===== src/rtl/irq_evt_pkg.sv =====
package irq_evt_pkg;
  localparam int unsigned REG_W = 32;
  localparam int unsigned NBANK = 2;

  typedef enum logic [1:0] {
    RK_EVT  = 2'd0,
    RK_MASK = 2'd1,
    RK_CLR  = 2'd2,
    RK_LVL  = 2'd3
  } reg_kind_e;

  function automatic logic [REG_W-1:0] bswap32(input logic [REG_W-1:0] d);
    return {d[7:0], d[15:8], d[23:16], d[31:24]};
  endfunction
endpackage


===== src/rtl/irq_src_route.sv =====
module irq_src_route import irq_evt_pkg::*; #(
  parameter int unsigned SPLIT_LOG2 = 20,
  parameter int unsigned HI_SHIFT   = 10
) (
  input  logic                         vld_i,
  input  logic [REG_W-1:0]             id_i,
  output logic [NBANK-1:0]             bank_vld_o,
  output logic [NBANK-1:0][REG_W-1:0]  bank_bits_o
);
  logic hi;
  assign hi = (id_i[REG_W-1:SPLIT_LOG2] != '0);

  assign bank_vld_o[0]  = vld_i & ~hi;
  assign bank_vld_o[1]  = vld_i & hi;
  assign bank_bits_o[0] = id_i;
  assign bank_bits_o[1] = id_i >> HI_SHIFT;
endmodule


===== src/rtl/irq_bank.sv =====
module irq_bank import irq_evt_pkg::*; (
  input  logic             clk_i,
  input  logic             rst_ni,
  input  logic             a_vld_i,
  input  logic [REG_W-1:0] a_bits_i,
  input  logic             a_lvl_i,
  input  logic             b_vld_i,
  input  logic [REG_W-1:0] b_bits_i,
  input  logic             b_lvl_i,
  input  logic             mask_we_i,
  input  logic [REG_W-1:0] mask_d_i,
  input  logic             clr_we_i,
  input  logic [REG_W-1:0] clr_bits_i,
  input  logic             clr_all_i,
  output logic [REG_W-1:0] evt_o,
  output logic [REG_W-1:0] mask_o,
  output logic [REG_W-1:0] lvl_o
);
  logic [REG_W-1:0] evt_q, evt_n, mask_q, lvl_q, lvl_n;

  // order: source a, source b, then clear
  always_comb begin
    evt_n = evt_q;
    lvl_n = lvl_q;
    if (a_vld_i) begin
      evt_n = (evt_n | a_bits_i) & mask_q;
      lvl_n = a_lvl_i ? (lvl_n | a_bits_i) : (lvl_n & ~a_bits_i);
    end
    if (b_vld_i) begin
      evt_n = (evt_n | b_bits_i) & mask_q;
      lvl_n = b_lvl_i ? (lvl_n | b_bits_i) : (lvl_n & ~b_bits_i);
    end
    if (clr_all_i)     evt_n = '0;
    else if (clr_we_i) evt_n = evt_n & ~clr_bits_i;
  end

  always_ff @(posedge clk_i or negedge rst_ni) begin
    if (!rst_ni) begin
      evt_q  <= '0;
      mask_q <= '0;
      lvl_q  <= '0;
    end else begin
      evt_q <= evt_n;
      lvl_q <= lvl_n;
      if (mask_we_i) mask_q <= mask_d_i;
    end
  end

  assign evt_o  = evt_q;
  assign mask_o = mask_q;
  assign lvl_o  = lvl_q;
endmodule


===== src/rtl/irq_evt_ctrl.sv =====
module irq_evt_ctrl import irq_evt_pkg::*; #(
  parameter int unsigned DEV_SPLIT = 20,
  parameter int unsigned DMA_SPLIT = 10,
  parameter int unsigned HI_SHIFT  = 10,
  parameter int unsigned MODE_BIT  = 31
) (
  input  logic             clk_i,
  input  logic             rst_ni,
  input  logic             reg_we_i,
  input  logic [4:0]       reg_addr_i,
  input  logic [31:0]      reg_wdata_i,
  output logic [31:0]      reg_rdata_o,
  input  logic             dev_vld_i,
  input  logic [31:0]      dev_id_i,
  input  logic             dev_lvl_i,
  input  logic             dma_vld_i,
  input  logic [31:0]      dma_id_i,
  input  logic             dma_lvl_i,
  output logic             irq_o
);
  localparam logic [REG_W-1:0] MODE_MASK = REG_W'(1) << MODE_BIT;
  localparam logic [REG_W-1:0] CLR_LIMIT = ~MODE_MASK;

  logic [REG_W-1:0] evt_w  [NBANK];
  logic [REG_W-1:0] mask_w [NBANK];
  logic [REG_W-1:0] lvl_w  [NBANK];

  logic [REG_W-1:0] wsw;
  reg_kind_e        kind;
  logic             rd_bank;
  logic [NBANK-1:0] wr_mask, wr_clr;
  logic             mode, clr_all;

  assign wsw     = bswap32(reg_wdata_i);
  assign kind    = reg_kind_e'(reg_addr_i[3:2]);
  assign rd_bank = ~reg_addr_i[4];   // bank 2 sits at the low offsets
  assign mode    = mask_w[0][MODE_BIT];

  always_comb begin
    wr_mask = '0;
    wr_clr  = '0;
    if (reg_we_i) begin
      if (kind == RK_MASK) wr_mask[rd_bank] = 1'b1;
      if (kind == RK_CLR)  wr_clr[rd_bank]  = 1'b1;
    end
  end

  // clear-all flag is taken from the raw, unswapped word
  assign clr_all = wr_clr[0] & mode & reg_wdata_i[REG_W-1];

  logic [NBANK-1:0]            dev_bv, dma_bv;
  logic [NBANK-1:0][REG_W-1:0] dev_bb, dma_bb;

  irq_src_route #(.SPLIT_LOG2(DEV_SPLIT), .HI_SHIFT(HI_SHIFT)) dev_rt_i (
    .vld_i(dev_vld_i), .id_i(dev_id_i), .bank_vld_o(dev_bv), .bank_bits_o(dev_bb)
  );
  irq_src_route #(.SPLIT_LOG2(DMA_SPLIT), .HI_SHIFT(HI_SHIFT)) dma_rt_i (
    .vld_i(dma_vld_i), .id_i(dma_id_i), .bank_vld_o(dma_bv), .bank_bits_o(dma_bb)
  );

  for (genvar b = 0; b < NBANK; b++) begin : g_bank
    logic             mask_we;
    logic [REG_W-1:0] mask_d;

    if (b == 0) begin : g_primary
      assign mask_we = wr_mask[0];
      assign mask_d  = wsw;
    end else begin : g_secondary
      // accumulates; mode bit only follows the primary mask
      assign mask_we = wr_mask[0] | wr_mask[b];
      assign mask_d  = wr_mask[0]
                     ? ((mask_w[b] & CLR_LIMIT) | (wsw & MODE_MASK))
                     : (mask_w[b] | (wsw & CLR_LIMIT));
    end

    irq_bank bank_i (
      .clk_i      (clk_i),
      .rst_ni     (rst_ni),
      .a_vld_i    (dev_bv[b] & mode),
      .a_bits_i   (dev_bb[b]),
      .a_lvl_i    (dev_lvl_i),
      .b_vld_i    (dma_bv[b] & mode),
      .b_bits_i   (dma_bb[b]),
      .b_lvl_i    (dma_lvl_i),
      .mask_we_i  (mask_we),
      .mask_d_i   (mask_d),
      .clr_we_i   (wr_clr[b]),
      .clr_bits_i (wsw & CLR_LIMIT),
      .clr_all_i  (clr_all),
      .evt_o      (evt_w[b]),
      .mask_o     (mask_w[b]),
      .lvl_o      (lvl_w[b])
    );
  end

  always_comb begin
    unique case (kind)
      RK_EVT:  reg_rdata_o = bswap32(evt_w[rd_bank]);
      RK_MASK: reg_rdata_o = bswap32(mask_w[rd_bank]);
      RK_LVL:  reg_rdata_o = bswap32(lvl_w[rd_bank]);
      default: reg_rdata_o = '0;
    endcase
  end

  assign irq_o = |(evt_w[0] | evt_w[1]);
endmodule


===== config.mk =====
export PLATFORM = sky130hd
export DESIGN_NAME = irq_evt_ctrl
export DESIGN_NICKNAME = d
export VERILOG_FILES = /design/src/rtl/irq_evt_pkg.sv /design/src/rtl/irq_src_route.sv /design/src/rtl/irq_bank.sv /design/src/rtl/irq_evt_ctrl.sv
export SDC_FILE = /design/constraint.sdc
export NUM_CORES = 1
export LEC_CHECK = 0
export BUFFER_PORTS_ARGS = -buffer_cell sky130_fd_sc_hd__buf_4
export CAP_MARGIN = 10
export CELL_PAD_IN_SITES_DETAIL_PLACEMENT = 0
export CELL_PAD_IN_SITES_GLOBAL_PLACEMENT = 1
export CORE_MARGIN = 4
export CORE_UTILIZATION = 31
export CTS_BUF_LIST = sky130_fd_sc_hd__clkbuf_16
export CTS_CLUSTER_DIAMETER = 200
export DETAILED_ROUTE_END_ITERATION = 6
export GPL_TIMING_DRIVEN = 0
export PLACE_DENSITY_LB_ADDON = 0.25
export SYNTH_ARGS = -nofsm -noshare
export SYNTH_HDL_FRONTEND = slang
export SYNTH_SLANG_ARGS = --single-unit

===== constraint.sdc =====
create_clock -name clk_i -period 3.46 [get_ports clk_i]
set_input_delay 0.692 -clock clk_i [delete_from_list [all_inputs] [get_ports clk_i]]
set_output_delay 0.692 -clock clk_i [all_outputs]
set_load 0.005 [all_outputs]

==> flow_metrics.py, run 1 <==
metrics = {
    "detailed_routing": {
        "drc_errors": 0,
        "ant_nets": 0,
        "dr.pass1.iters": 6,
        "vias_per_cell": 6.05,
        "wl_um": 46300,
        "wl_per_cell_um": 27.8,
        "routed-via-count": 10100,
        "drt_iter0_drc": 1004,
    },
    "power_and_ir_drop": {
        "internal_power_mw": 4.34,
        "p_clk_share_pct": 29.1,
        "seqPwrFrac_pct": 44.5,
        "switching_share_pct": 35.1,
        "p_comb_share_pct": 26.4,
        "p_sw_mw": 2.35,
        "p_leak_nw": 5.40,
        "ir_worst_vdd_uv": 304,
        "power_density_nw_per_um2": 541,
    },
    "floorplanning": {
        "ios": 141,
        "dieArea_sq_um": 35800,
        "coreArea_sq_um": 32500,
        "initial_core_util_pct": 31.4,
        "fp.dieW_um": 189,
        "rows": 66,
        "die_h_um": 189,
    },
    "synth": {
        "ys_seq_area_share_pct": 44.7,
        "synthArstFlopShare_pct": 100,
        "synth_area_leaders": "dfrtp_1 45%, mux2_2 7.5%, nand2_1 4.1%, a221oi_1 4.0%, o21ai_0 3.6%",
        "synth_cell_types": 46,
        "synth-seq-cells": 182,
        "synth_area_sq_um": 10200,
        "synth_commonest_cells": "182 x dfrtp_1, 111 x nand2_1, 82 x clkbuf_1",
        "yosysWarnings": 0,
        "synth_nets": 1166,
        "syn_inst": 1058,
        "yosys_most_used_dff": "dfrtp_1",
        "yosysTopAreaCellShare_pct": 44.7,
        "yosys.area.top_type": "dfrtp_1",
        "synth_edf_count": 0,
        "synth.most_common_cell": "dfrtp_1",
        "avgSynthCellArea_sq_um": 9.63,
    },
    "clock_network": {
        "ctsHoldBuffers": 0,
        "numCtsBuffers": 17,
        "clock-sinks": 182,
        "clk_path_buf_depth": 2,
        "cts_tree": "done",
        "worst_skew_pair.late_latency_ns": 0.46,
        "htree_levels": 4,
        "root_buffer": "clkbuf_16",
        "clkSlewWorstSetupHoldPaths_ns": 0.06,
    },
    "run": {
        "maxCapViolations": 0,
    },
    "worst_setup_path": {
        "cp_max_fo": 10,
        "path_common_cell": "buf_2",
        "worst_ep_arrival_time_ns": 2.69,
        "crit_buf_inv": 5,
        "slowest_delay_ns": 0.38,
        "cp_slowest_cell": "buf_2",
        "path_cells": "buf_2, buf_2, buf_2, buf_2, a22oi_1, a21oi_1, buf_4",
        "critPathCaptureType": "output port",
        "crit_type": "in -> out",
        "startpoint_type": "primary input",
        "critical_path_required_ns": 2.77,
        "critPathTopFamily": "buffers and inverters",
    },
    "placement": {
        "port_buffers": 135,
        "place_area_sq_um": 11800,
        "dp_slack_ns": -0.661,
        "gp_congestion": 0.904,
        "hpwl_um": 33600,
    },
    "global_route": {
        "grt_pass1_vias": 9902,
        "grt_usage_pct": 25.3,
        "antenna_found_initial": 2,
        "grt_overflow": 0,
        "grt_pass1_wl_um": 67400,
        "grt_max_degree": 104,
    },
    "layout": {
        "fin_area_sq_um": 12400,
        "nets": 1321,
        "layout-area-overhead-vs-synth_pct": 21.5,
        "num-fill-cells": 3328,
        "drive_above_1_share_pct": 22.8,
    },
    "timing": {
        "rsz0062_at_grt": "false",
        "hold_violations": 0,
        "finalSetupViolCount": 0,
        "fin_ws_ns": 0.0812,
        "fmax_mhz": 296,
        "maxSlewHeadroom_pct": 21.6,
        "maxSlewViolCount": 0,
        "final.min_clock_period_ns": 3.38,
        "tightest_slew_ns": 1.17,
        "post-route-period-util_pct": 97.7,
        "fin_skew_ns": 0.0178,
    },
    "status": {
        "status": "finished clean",
    },
    "min_path": {
        "hold_class": "in -> async",
    },
}
-- final timing paths --
kind                            slack, ns  cells past startpoint                    endpoint                        start
worst min register to register       0.46                      1  g_bank[0].bank_i.lvl_o[30]   g_bank[0].bank_i.lvl_o[30]
worst max-delay path                 0.08                      7             reg_rdata_o[28]                reg_addr_i[2]
worst min-delay path                 0.31                      1   g_bank[1].bank_i.lvl_o[5]                       rst_ni
max in group asynchronous            2.19                      2  g_bank[0].bank_i.evt_o[26]                       rst_ni
worst max register to register       0.58                      7   g_bank[0].bank_i.evt_o[7]  g_bank[0].bank_i.mask_o[31]
min in group clk_i                   0.45                      2  g_bank[1].bank_i.lvl_o[19]                 dma_id_i[29]
-- cell families (layout without fill, tap and decap cells) --
| kind of cell | after synthesis | count (layout) | synth area share, % |
|---|---|---|---|
| AO/OA/AOI/OAI | 346 | 346 | 23.3 |
| multiplexers | 103 | 103 | 12.0 |
| buffers and inverters | 139 | 306 | 5.33 |
| flip-flops | 182 | 182 | 44.7 |
| other | 0 | 1 | 0 |
| AND/OR/NAND/NOR | 288 | 288 | 14.6 |
-- flip-flops by register name, summed over array words and instances (netlist names) --
name                  count
g_bank.bank_i.lvl_o      54
g_bank.bank_i.evt_o      64
g_bank.bank_i.mask_o     64
-- per-stage QoR --
step | TNS (ns) | utilization [%] | cells | hold WS, ns | total power, mW
after global placement | -11.23 | 36.2 | 1635 | 0.440 | 4.70
final | 0 | 38.2 | 1668 | 0.313 | 6.70
after global routing | 0 | 38.1 | 1667 | 0.390 | 6.99
after detailed placement | -11.26 | 36.3 | 1636 | 0.446 | 4.73
after CTS | 0 | 38.1 | 1667 | 0.356 | 6.67
after floorplan | 0 | - | 1058 | 0.396 | 3.90
-- layer usage --
layer  GRT usage, %  part of all wire (%)  vias to the layer above
met4           8.40                   3.5                        0
met1           35.8                    43                     5034
met3           4.89                   8.6                      107
met5              0                     0                        -
li1               -                     -                     4357
met2           39.1                    45                      590
-- cell usage in the layout (no fill, tap or decap), types with 36 or more instances in the layout --
| cell | n |
|---|---|
| a221oi_1 | 45 |
| buf_4 | 136 |
| clkbuf_1 | 69 |
| dfrtp_1 | 182 |
| inv_1 | 36 |
| mux2_2 | 68 |
| nand2_1 | 111 |
| nand3_1 | 38 |
| nand4_1 | 47 |
| o21ai_0 | 74 |
-- cell type report --
cell class              instances  area [sq um]  area share (%)
diodes                          1          2.50          0.0202
repair buffers                136          1050            8.47
inverters                      36           135            1.09
clock inverters                14           126            1.02
multi-input cells             737          5100            41.2
well taps                     442           553            4.47
flip-flops and latches        182          4550            36.8
clock buffers                  17           425            3.44
plain buffers                 103           434            3.51
-- power by group through the flow --
stage                     Clock (mW)  Combinational [mW]  Sequential (mW)
final                           1.95                1.77             2.98
after global routing            2.05                1.92             3.02
after detailed placement           0                1.74             2.99
after floorplan                    0                1.09             2.81
after global placement             0                1.70             3.00
after CTS                       1.97                1.74             2.96
-- what timing repair did --
action | in CTS | in global routing
setup endpoints to repair | 24 | 9
cloned | 0 | 0
gates resized for setup | 14 | 11
buffers inserted | 0 | 0
Note: power is estimated with default switching activity, not from simulation.
==> run 2: changes to the inputs <==
--- a/config.mk
+++ b/config.mk
@@ -5,6 +5,7 @@
 export SDC_FILE = /design/constraint.sdc
 export NUM_CORES = 1
 export LEC_CHECK = 0
+export ABC_AREA = 1
 export BUFFER_PORTS_ARGS = -buffer_cell sky130_fd_sc_hd__buf_4
 export CAP_MARGIN = 10
 export CELL_PAD_IN_SITES_DETAIL_PLACEMENT = 0
==> flow_metrics.py, run 2 <==
metrics = {
    "worst_setup_path": {
        "path_common_cell": "buf_4",
        "path_cells": "buf_4, nand2_1, inv_1, clkbuf_1, nand3_1, o2111ai_1, buf_4",
        "worst_ep_arrival_time_ns": 2.52,
        "cp_max_fo": 10,
        "slowest_delay_ns": 0.56,
        "cp-startpoint": "reg_addr_i[2]",
        "startpoint_type": "primary input",
        "critPathCaptureType": "output port",
        "critical_path_required_ns": 2.77,
        "cp_slowest_cell": "clkbuf_1",
        "reg2reg_from": "g_bank[0].bank_i.mask_o[31]",
        "crit_type": "in -> out",
    },
    "layout": {
        "num-fill-cells": 3683,
        "final_cell_mix": "322 x nand2_1, 182 x dfrtp_1, 176 x o21ai_0",
        "fin_util_pct": 38.2,
        "layout-area-overhead-vs-synth_pct": 20.5,
        "final_common_cell": "nand2_1",
        "multi_input_area_sq_um": 5070,
        "antennaDiodeCount": 0,
        "fin_area_sq_um": 13000,
        "layout.area.seq_sq_um": 4550,
        "final_cells": 2100,
        "nets": 1748,
        "drive_above_1_share_pct": 16.7,
    },
    "detailed_routing": {
        "ant_nets": 0,
        "drc_errors": 0,
        "dr.pass1.iters": 6,
        "wl_um": 47200,
        "wl_per_cell_um": 22.5,
        "routed-via-count": 11200,
        "vias_per_cell": 5.32,
        "drt_iter0_drc": 847,
    },
    "synth": {
        "synth-compound-area-share_pct": 19.9,
        "synth-seq-cells": 182,
        "synth_commonest_cells": "322 x nand2_1, 182 x dfrtp_1, 176 x o21ai_0",
        "synthArstFlopShare_pct": 100,
        "synth_cell_types": 41,
        "synth_edf_count": 0,
        "synth_area_sq_um": 10800,
        "avgSynthCellArea_sq_um": 7.25,
        "muxShareOfSynthArea_pct": 0.186,
        "yosysTopAreaCellShare_pct": 42.4,
        "yosys.area.top_type": "dfrtp_1",
        "synth_top_family_by_area": "simple AND/OR/NAND/NOR gates",
        "yosys.area_share.simple_pct": 27.0,
        "ys_seq_area_share_pct": 42.4,
        "yosys_most_used_dff": "dfrtp_1",
        "yosys.area_share.xor_xnor_pct": 0,
        "synth-adder-area-share_pct": 0,
        "yosysWarnings": 0,
        "synth.most_common_cell": "nand2_1",
        "synth_nets": 1591,
        "syn_inst": 1483,
        "synth_area_leaders": "dfrtp_1 42%, nand2_1 11%, o21ai_0 8.2%, inv_1 5.9%, nand3_1 5.8%",
    },
    "floorplanning": {
        "fp.dieW_um": 194,
        "ios": 141,
        "dieArea_sq_um": 37700,
        "die_h_um": 194,
        "rows": 67,
        "initial_core_util_pct": 31.7,
        "coreArea_sq_um": 33900,
    },
    "power_and_ir_drop": {
        "p_comb_share_pct": 21.4,
        "ir_worst_vdd_uv": 361,
        "p_clk_share_pct": 34.9,
        "p_sw_mw": 1.96,
        "fin_total_pwr_mw": 5.81,
        "seqPwrFrac_pct": 43.7,
        "internal_power_mw": 3.84,
        "p_leak_nw": 6.45,
        "power_density_nw_per_um2": 448,
        "switching_share_pct": 33.8,
    },
    "global_route": {
        "antenna_found_initial": 0,
        "grt_max_degree": 106,
        "grt_usage_pct": 24.5,
        "grt_pass1_wl_um": 70200,
        "grt_overflow": 0,
        "grt_pass1_vias": 11100,
    },
    "placement": {
        "dp_cells": 2069,
        "dp_slack_ns": 0.286,
        "port_buffers": 137,
        "hpwl_um": 35200,
        "place_area_sq_um": 12400,
        "gp_congestion": 0.921,
    },
    "clock_network": {
        "post_cts_buffers": 0,
        "htree_levels": 4,
        "cts_tree": "done",
        "worst_skew_pair.late_latency_ns": 0.45,
        "clkSlewWorstSetupHoldPaths_ns": 0.08,
        "numCtsBuffers": 17,
        "root_buffer": "clkbuf_16",
        "clk_path_buf_depth": 2,
        "clock-sinks": 182,
        "ctsHoldBuffers": 0,
        "ctsResizeCount": 0,
    },
    "timing": {
        "maxSlewHeadroom_pct": 42.6,
        "hold_violations": 0,
        "fmax_mhz": 312,
        "maxSlewViolCount": 0,
        "post-route-period-util_pct": 92.7,
        "tightest_slew_ns": 0.861,
        "tns_ns": 0,
        "finalSetupViolCount": 0,
        "fin_skew_ns": 0.0142,
        "fin_ws_ns": 0.253,
        "final.min_clock_period_ns": 3.21,
        "rsz0062_at_grt": "false",
        "hold_slack_ns": 0.316,
    },
    "run": {
        "maxCapViolations": 0,
    },
    "status": {
        "status": "finished clean",
    },
    "min_path": {
        "hold_class": "in -> async",
    },
}
==> run 2: changes by cell type after synthesis, sizes merged, moves of 32 or more <==
cell    change
a221oi     -46
clkbuf     -36
nand2     +217
nand3     +100
inv       +137
mux2       -70
o21ai     +117
a21o       -32
a21oi      +62
nor2      +120
a31oi      -35
==> run 2: worst max-delay path, delay by kind of cell <==
| kind | cells | cell delay [ns] |
|---|---|---|
| and+or+nand+nor | 2 | 0.44 |
| AOI/OAI and AO/OA | 1 | 0.20 |
| buffers and inverters | 4 | 1.16 |
==> run 2: logic make-up after synthesis <==
family / Yosys count
flip-flops: 182
AO/OA/AOI/OAI: 373
AND/OR/NAND/NOR: 655
buffers and inverters: 271
multiplexers: 2
==> run 2: final cells by class <==
class	instances	share of cell area (%)
clock inverter	14	1.17
tap	448	4.33
multi-input combinational	1030	39.1
buffer	98	3.68
sequential	182	35.2
inverter	173	5.01
timing repair buffer	138	8.21
clock buffer	17	3.28
==> run 2: power by group through the flow <==
stage               clock network, mW  logic (mW)  registers [mW]
floorplan                           0       0.674            2.50
global placement                    0        1.21            2.57
detailed placement                  0        1.23            2.57
CTS                              2.05        1.24            2.53
global route                     2.13        1.38            2.56
finish                           2.03        1.24            2.54
==> run 2: per-layer routing <==
layer / vias up / part of all wire, % / GRT usage, %
li1: 5225 / - / -
met1: 5418 / 44 / 33.9
met2: 461 / 46 / 38.7
met3: 71 / 7.1 / 4.78
met4: 0 / 2.8 / 8.23
met5: - / 0 / 0
==> run 2: path summary, 6_finish.rpt <==
kind                       slack [ns]  cells after the start                           to
min in group clk_i               0.46                      1   g_bank[0].bank_i.lvl_o[20]
max                              0.25                      7               reg_rdata_o[7]
max reg2reg                      1.52                      6   g_bank[0].bank_i.lvl_o[12]
min reg2reg                      0.46                      1   g_bank[0].bank_i.lvl_o[20]
max in group asynchronous        2.21                      2  g_bank[1].bank_i.mask_o[10]
min                              0.32                      1  g_bank[1].bank_i.mask_o[20]
